--- config.mk ---
export PLATFORM = sky130hd
export DESIGN_NAME = uart_rx_tagged
export DESIGN_NICKNAME = d
export VERILOG_FILES = /design/src/rtl/uart_rx_pkg.sv /design/src/rtl/uart_rx_frame.sv /design/src/rtl/uart_rx_hold.sv /design/src/rtl/uart_rx_tagged.sv
export SDC_FILE = /design/constraint.sdc
export NUM_CORES = 1
export LEC_CHECK = 0
export ABC_AREA = 1
export BUFFER_PORTS_ARGS = -buffer_cell sky130_fd_sc_hd__clkbuf_2
export CORE_MARGIN = 4
export CORE_UTILIZATION = 33
export DETAILED_ROUTE_END_ITERATION = 10
export GPL_TIMING_DRIVEN = 0
export MAX_ROUTING_LAYER = met4
export PLACE_DENSITY = 0.57
export SLEW_MARGIN = 20
export SYNTH_ARGS = -nofsm -noshare
export SYNTH_HDL_FRONTEND = slang
export SYNTH_SLANG_ARGS = --single-unit
--- constraint.sdc ---
create_clock -name clk_i -period 2.41 [get_ports clk_i]
set_clock_uncertainty 0.1 [all_clocks]
set_input_delay 0.1205 -clock clk_i [delete_from_list [all_inputs] [get_ports clk_i]]
set_output_delay 0.1205 -clock clk_i [all_outputs]
set_load 0.01 [all_outputs]
--- src/rtl/uart_rx_pkg.sv ---
package uart_rx_pkg;

    localparam int DATA_W   = 9;
    localparam int WORD_W   = 16;
    localparam int PERR_POS = 14;
    localparam int FERR_POS = 15;
    localparam int PAD_W    = PERR_POS - DATA_W;

    typedef enum logic [2:0] {
        ST_IDLE,
        ST_START,
        ST_DATA,
        ST_PAR,
        ST_STOP,
        ST_STOP2
    } rx_state_e;

    typedef struct packed {
        logic              ferr;
        logic              perr;
        logic [DATA_W-1:0] data;
    } rx_char_t;

endpackage

--- src/rtl/uart_rx_frame.sv ---
module uart_rx_frame
    import uart_rx_pkg::*;
#(
    parameter int OVERSAMPLE  = 16,
    parameter int SYNC_STAGES = 2
) (
    input  logic       clk_i,
    input  logic       rst_ni,
    input  logic       tick_i,
    input  logic       rxd_i,
    input  logic       en_i,
    input  logic [3:0] len_i,
    input  logic [1:0] par_i,
    input  logic       stop2_i,
    output logic       push_o,
    output rx_char_t   char_o
);

    localparam int CW = $clog2(OVERSAMPLE);
    localparam logic [CW-1:0] MID  = CW'(OVERSAMPLE / 2 - 1);
    localparam logic [CW-1:0] LAST = CW'(OVERSAMPLE - 1);

    typedef struct packed {
        rx_state_e              st;
        logic [CW-1:0]          cnt;
        logic [3:0]             idx;
        logic [DATA_W-1:0]      data;
        logic                   acc;
        logic                   perr;
        logic [SYNC_STAGES-1:0] sync;
        logic                   prev;
    } frm_t;

    frm_t q, d;
    logic       rx_s;
    logic [4:0] len_ext;
    logic [3:0] nbits;

    assign rx_s    = q.sync[SYNC_STAGES-1];
    assign len_ext = {1'b0, len_i} + 5'd3;
    assign nbits   = (len_ext > 5'(DATA_W)) ? 4'(DATA_W) : len_ext[3:0];

    always_comb begin
        d      = q;
        push_o = 1'b0;
        d.sync = {q.sync[SYNC_STAGES-2:0], rxd_i};
        d.prev = rx_s;
        case (q.st)
            ST_IDLE: begin
                if (q.prev && !rx_s) begin
                    d.st  = ST_START;
                    d.cnt = '0;
                end
            end
            ST_START: begin
                if (tick_i) begin
                    if (q.cnt == MID) begin
                        d.cnt  = '0;
                        d.idx  = '0;
                        d.data = '0;
                        d.acc  = 1'b0;
                        d.perr = 1'b0;
                        d.st   = rx_s ? ST_IDLE : ST_DATA;
                    end else begin
                        d.cnt = q.cnt + 1'b1;
                    end
                end
            end
            ST_DATA: begin
                if (tick_i) begin
                    if (q.cnt == LAST) begin
                        d.cnt          = '0;
                        d.data[q.idx]  = rx_s;
                        d.acc          = q.acc ^ rx_s;
                        if (q.idx == nbits - 4'd1) begin
                            d.st = par_i[1] ? ST_PAR : ST_STOP;
                        end else begin
                            d.idx = q.idx + 4'd1;
                        end
                    end else begin
                        d.cnt = q.cnt + 1'b1;
                    end
                end
            end
            ST_PAR: begin
                if (tick_i) begin
                    if (q.cnt == LAST) begin
                        d.cnt  = '0;
                        d.perr = q.acc ^ rx_s ^ par_i[0];
                        d.st   = ST_STOP;
                    end else begin
                        d.cnt = q.cnt + 1'b1;
                    end
                end
            end
            ST_STOP: begin
                if (tick_i) begin
                    if (q.cnt == LAST) begin
                        d.cnt  = '0;
                        push_o = 1'b1;
                        d.st   = stop2_i ? ST_STOP2 : ST_IDLE;
                    end else begin
                        d.cnt = q.cnt + 1'b1;
                    end
                end
            end
            ST_STOP2: begin
                if (tick_i) begin
                    if (q.cnt == LAST) begin
                        d.cnt = '0;
                        d.st  = ST_IDLE;
                    end else begin
                        d.cnt = q.cnt + 1'b1;
                    end
                end
            end
            default: d.st = ST_IDLE;
        endcase
        if (!en_i) begin
            d.st   = ST_IDLE;
            push_o = 1'b0;
        end
    end

    assign char_o = '{ferr: !rx_s, perr: q.perr, data: q.data};

    always_ff @(posedge clk_i or negedge rst_ni) begin
        if (!rst_ni) begin
            q      <= '0;
            q.st   <= ST_IDLE;
            q.sync <= '1;
            q.prev <= 1'b1;
        end else begin
            q <= d;
        end
    end

endmodule

--- src/rtl/uart_rx_hold.sv ---
module uart_rx_hold
    import uart_rx_pkg::*;
#(
    parameter int DEPTH = 2
) (
    input  logic     clk_i,
    input  logic     rst_ni,
    input  logic     push_i,
    input  rx_char_t char_i,
    input  logic     pop_i,
    output rx_char_t head_o,
    output logic     avail_o,
    output logic     store_o,
    output logic     ovf_o
);

    localparam int PW = (DEPTH > 1) ? $clog2(DEPTH) : 1;
    localparam logic [PW-1:0] LAST_IDX = PW'(DEPTH - 1);

    typedef struct packed {
        rx_char_t [DEPTH-1:0] mem;
        logic [PW-1:0]        wp;
        logic [PW-1:0]        rp;
        logic [PW:0]          cnt;
    } hold_t;

    hold_t q, d;
    logic  pop_ok, space;

    always_comb begin
        d       = q;
        pop_ok  = pop_i && (q.cnt != '0);
        space   = (q.cnt < (PW+1)'(DEPTH)) || pop_ok;
        store_o = push_i && space;
        ovf_o   = push_i && !space;
        if (store_o) begin
            d.mem[q.wp] = char_i;
            d.wp        = (q.wp == LAST_IDX) ? '0 : q.wp + 1'b1;
        end
        if (pop_ok) begin
            d.rp = (q.rp == LAST_IDX) ? '0 : q.rp + 1'b1;
        end
        d.cnt = q.cnt + (PW+1)'(store_o) - (PW+1)'(pop_ok);
    end

    assign head_o  = q.mem[q.rp];
    assign avail_o = (q.cnt != '0);

    always_ff @(posedge clk_i or negedge rst_ni) begin
        if (!rst_ni) begin
            q <= '0;
        end else begin
            q <= d;
        end
    end

endmodule

--- src/rtl/uart_rx_tagged.sv ---
module uart_rx_tagged
    import uart_rx_pkg::*;
#(
    parameter int OVERSAMPLE  = 16,
    parameter int SYNC_STAGES = 2,
    parameter int DEPTH       = 2
) (
    input  logic              clk_i,
    input  logic              rst_ni,
    input  logic              tick_i,
    input  logic              rxd_i,
    input  logic [3:0]        cfg_len_i,
    input  logic [1:0]        cfg_par_i,
    input  logic              cfg_stop2_i,
    input  logic              cmd_en_i,
    input  logic              cmd_dis_i,
    input  logic              rd_i,
    input  logic [1:0]        irq_clr_i,
    output logic [WORD_W-1:0] rd_word_o,
    output logic              avail_o,
    output logic              dv_flag_o,
    output logic              ovf_flag_o
);

    typedef struct packed {
        logic en;
        logic dv;
        logic ovf;
    } ctl_t;

    ctl_t     q, d;
    logic     push, store, ovf;
    rx_char_t rx_char, head;

    uart_rx_frame #(
        .OVERSAMPLE (OVERSAMPLE),
        .SYNC_STAGES(SYNC_STAGES)
    ) i_frame (
        .clk_i  (clk_i),
        .rst_ni (rst_ni),
        .tick_i (tick_i),
        .rxd_i  (rxd_i),
        .en_i   (q.en),
        .len_i  (cfg_len_i),
        .par_i  (cfg_par_i),
        .stop2_i(cfg_stop2_i),
        .push_o (push),
        .char_o (rx_char)
    );

    uart_rx_hold #(
        .DEPTH(DEPTH)
    ) i_hold (
        .clk_i  (clk_i),
        .rst_ni (rst_ni),
        .push_i (push),
        .char_i (rx_char),
        .pop_i  (rd_i),
        .head_o (head),
        .avail_o(avail_o),
        .store_o(store),
        .ovf_o  (ovf)
    );

    always_comb begin
        d = q;
        if (cmd_dis_i) begin
            d.en = 1'b0;
        end else if (cmd_en_i) begin
            d.en = 1'b1;
        end
        if (irq_clr_i[0]) d.dv = 1'b0;
        if (store)        d.dv = 1'b1;
        if (irq_clr_i[1]) d.ovf = 1'b0;
        if (ovf)          d.ovf = 1'b1;
    end

    always_ff @(posedge clk_i or negedge rst_ni) begin
        if (!rst_ni) begin
            q <= '0;
        end else begin
            q <= d;
        end
    end

    assign rd_word_o  = avail_o ? {head.ferr, head.perr, {PAD_W{1'b0}}, head.data}
                                : '0;
    assign dv_flag_o  = q.dv;
    assign ovf_flag_o = q.ovf;

endmodule

==> results.json <==
{
  "power.share.switching_pct": 34.0,
  "run_status": "complete, no violations",
  "grt_antenna_before_repair": 0,
  "global_route.usage.total_pct": 12.5,
  "clk_latency_ns": 0.30,
  "layout-area-overhead-vs-synth_pct": 16.5,
  "avgViaCountPerCell": 4.67,
  "floorplan.io_pins": 35,
  "globalplace.congestion": 0.779,
  "reg2reg_depth": 10,
  "cts_tree": "done",
  "power.clock.fraction_pct": 26.3,
  "cts-root-buf": "sky130_fd_sc_hd__clkbuf_8",
  "htree_num_levels": 2,
  "path_class": "reg2reg",
  "synth.yosys.warnings": 0,
  "avgRoutedWirePerCell_um": 11.6,
  "max_slew.worst_pin.slew_ns": 0.728,
  "placed_cell_area_sq_um": 3400,
  "drtIter0Drc": 117,
  "design.core.area_sq_um": 9200,
  "maxCapViolCount": 0,
  "internal-power_mw": 1.38,
  "yosysUniqueCellTypes": 33,
  "antenna_violating_nets_post_route": 0,
  "hpwlAfterDp_mm": 4.69,
  "synth.cell_area_sq_um": 3100,
  "timing.critical_path.arrival_ns": 2.32,
  "detail_route.drc_violations": 0,
  "layout-drive-gt1-share_pct": 16.7,
  "net_sw_power_mw": 0.708,
  "synth_seq_area_share_pct": 43.7,
  "globalRoute.totalOverflow": 0,
  "design.final.nets": 474,
  "total_power_mw": 2.08,
  "routed_wirelength_mm": 6.47,
  "clk_transition_reported_paths_ns": 0.10,
  "report.final.setup_viol": 0,
  "reg2reg_slack_ns": 0.19,
  "maximum_buffer_depth_of_the_clock_tree": 2,
  "hold_crit_path_type": "in2reg",
  "placementRows": 35,
  "critical_path.max_fanout": 5,
  "floorplan.die_area_sq_um": 11000,
  "synth_seq_cells": 54,
  "min_path_cells": 3,
  "ir_worst_vdd_mv": 0.292,
  "p_seq_share_pct": 48.4,
  "final_max_slew_viols": 0,
  "post_synth_inst_count": 399,
  "avgSynthCellArea_sq_um": 7.76,
  "cts_made_buffers": 5,
  "wire_length_of_the_first_global_routing_pass_mm": 11.3,
  "initial_core_util_pct": 33.7,
  "setup.worst_path.start_class": "flip-flop",
  "die_w_um": 105,
  "critical_path.endpoint_type": "flip-flop",
  "firstDrtPassIters": 4,
  "final.period_utilization_pct": 92.3,
  "maximum_number_of_pins_on_one_net_before_global_route_repair": 55,
  "clock_sinks": 54,
  "via_count": 2612,
  "power_leakage_nw": 1.71,
  "timing.max_slew.rel_slack_pct": 51.5,
  "cp_data_required_time_ns": 2.51,
  "vias_in_the_first_global_route": 2432,
  "die_h_um": 105,
  "powerDensity_nw_per_um2": 578,
  "finalCriticalPeriod_ns": 2.22,
  "share_comb_of_total_power_pct": 25.3,
  "antennaDiodeCount": 0,
  "port_buffers": 29,
  "finalInstanceArea_sq_um": 3610,
  "achievable-frequency_mhz": 450,
  "total_count_of_hold_check_failures_in_the_final_report": 0
}
==> worst max-delay path, stage by stage, from the launching register on <==
cell and delay, ns:
sky130_fd_sc_hd__dfrtp_1 0.38, sky130_fd_sc_hd__ha_1 0.18, sky130_fd_sc_hd__nand2_1 0.12, sky130_fd_sc_hd__nor2_4 0.15
sky130_fd_sc_hd__nand3_1 0.13, sky130_fd_sc_hd__nor3_4 0.27, sky130_fd_sc_hd__nand2_1 0.14, sky130_fd_sc_hd__ha_1 0.30
sky130_fd_sc_hd__inv_1 0.04, sky130_fd_sc_hd__ha_1 0.19, sky130_fd_sc_hd__xnor2_1 0.12
==> path summary, 6_finish.rpt <==
kind	endpoint	from
max	i_hold.q[1]	i_frame.q[19]
min	i_frame.char_o[9]	cfg_par_i[0]
max reg2reg	i_hold.q[1]	i_frame.q[19]
min reg2reg	i_frame.d[0]	i_frame.d[2]
max in group asynchronous	q[2]	rst_ni
min in group asynchronous	i_hold.q[9]	rst_ni
==> synth_stat cells (all sizes together) <==
cell type  count  area share (%)
nand4          7             1.4
ha            11             4.4
dfrtp         51              41
a21oi         14             2.3
inv           59             7.1
conb           1            0.12
nand3b         2            0.48
nor3           4            0.97
nand2        119              15
buf           11             2.3
nor2          18             3.4
dfstp          3             2.5
o2111ai        1            0.28
clkbuf         6            0.73
a22oi          1            0.24
xnor2          5             1.4
o21bai         1            0.24
o31ai          9             2.2
nand3         30             5.4
a21boi         1            0.61
o21ai         41             6.7
xor2           4             1.1
==> power groups by stage <==
stage	Clock, mW	Combinational [mW]	Sequential (mW)
after global placement	0	0.513	1.02
after global routing	0.612	0.606	1.02
final	0.548	0.528	1.01
after floorplan	0	0.384	1.01
after detailed placement	0	0.526	1.03
after CTS	0.577	0.536	1.01
==> registers in the layout, summed over array words and instances (netlist names) <==
| register | flops |
|---|---|
| dv_flag_o | 1 |
| i_frame.char_o | 10 |
| i_frame.d | 2 |
| i_frame.q | 13 |
| i_hold.q | 26 |
| ovf_flag_o | 1 |
| q | 1 |
==> cell type report <==
type	count	area, sq um
multi-input combinational	273	1480
clock inverter	2	16.3
timing repair buffer	37	223
buffer	17	95.1
sequential	54	1360
clock buffer	6	82.6
fill	977	5590
inverter	59	221
tap	111	139
==> metal layers <==
| metal | GRT usage, % | wire length, um |
|---|---|---|
| met3 | 2.29 | 286 |
| met5 | - | 0 |
| met1 | 16.7 | 3190 |
| met4 | 3.09 | 75 |
| met2 | 19.8 | 2920 |
==> logic make-up after synthesis <==
logic type	after synthesis	synth area share (%)
and+or+nand+nor	180	26.4
buffers and inverters	76	10.2
AOI/OAI and AO/OA	68	12.6
DFF	54	43.7
adders and majority gates	11	4.44
xor gates and xnor gates	9	2.54
other	1	0.121
==> timing repair <==
action / CTS / global route
setup buffers: 0 / 2
endpoints found under the setup margin: 0 / 9
gates resized for setup: 0 / 7
hold buffers: 6 / 0
endpoints found under the hold margin: 55 / 0
==> stage by stage <==
step	TNS, ns	std cells	worst slack [ns]	util, %	hold WS (ns)
after CTS	0	557	0.0849	38.7	0.00838
after floorplan	0	403	0.259	-	-0.275
after global routing	-0.00809	559	-0.00555	39.2	0.0436
after detailed placement	-0.860	543	-0.134	37.0	0.115
after global placement	-0.844	543	-0.136	36.9	0.114
final	0	559	0.187	39.2	0.0172
==> placed cells by master, fill, tap and decap left out, types with 2 or more instances in the layout <==
cell | synthesis | final
sky130_fd_sc_hd__xor2_1 | 4 | 4
sky130_fd_sc_hd__nor2_2 | 3 | 3
sky130_fd_sc_hd__conb_1 | 1 | 5
sky130_fd_sc_hd__nand3b_1 | 2 | 2
sky130_fd_sc_hd__o21ai_1 | 14 | 14
sky130_fd_sc_hd__a21oi_1 | 14 | 14
sky130_fd_sc_hd__o21ai_0 | 26 | 26
sky130_fd_sc_hd__buf_4 | 7 | 9
sky130_fd_sc_hd__dfstp_2 | 3 | 3
sky130_fd_sc_hd__dfrtp_1 | 51 | 51
sky130_fd_sc_hd__o31ai_1 | 9 | 9
sky130_fd_sc_hd__nand3_1 | 28 | 26
sky130_fd_sc_hd__nand3_2 | 1 | 3
sky130_fd_sc_hd__ha_1 | 11 | 11
sky130_fd_sc_hd__dlygate4sd3_1 | 0 | 6
sky130_fd_sc_hd__clkbuf_1 | 6 | 6
sky130_fd_sc_hd__nand2_1 | 118 | 118
sky130_fd_sc_hd__nand4_1 | 7 | 7
sky130_fd_sc_hd__nor3_1 | 2 | 2
sky130_fd_sc_hd__nor2_4 | 2 | 3
sky130_fd_sc_hd__clkbuf_8 | 0 | 6
sky130_fd_sc_hd__inv_1 | 55 | 55
sky130_fd_sc_hd__xnor2_1 | 5 | 4
sky130_fd_sc_hd__nor2_1 | 12 | 11
sky130_fd_sc_hd__inv_2 | 4 | 4
sky130_fd_sc_hd__clkbuf_2 | 0 | 28
sky130_fd_sc_hd__buf_2 | 4 | 4
Note: power is estimated with default switching activity, not from simulation.
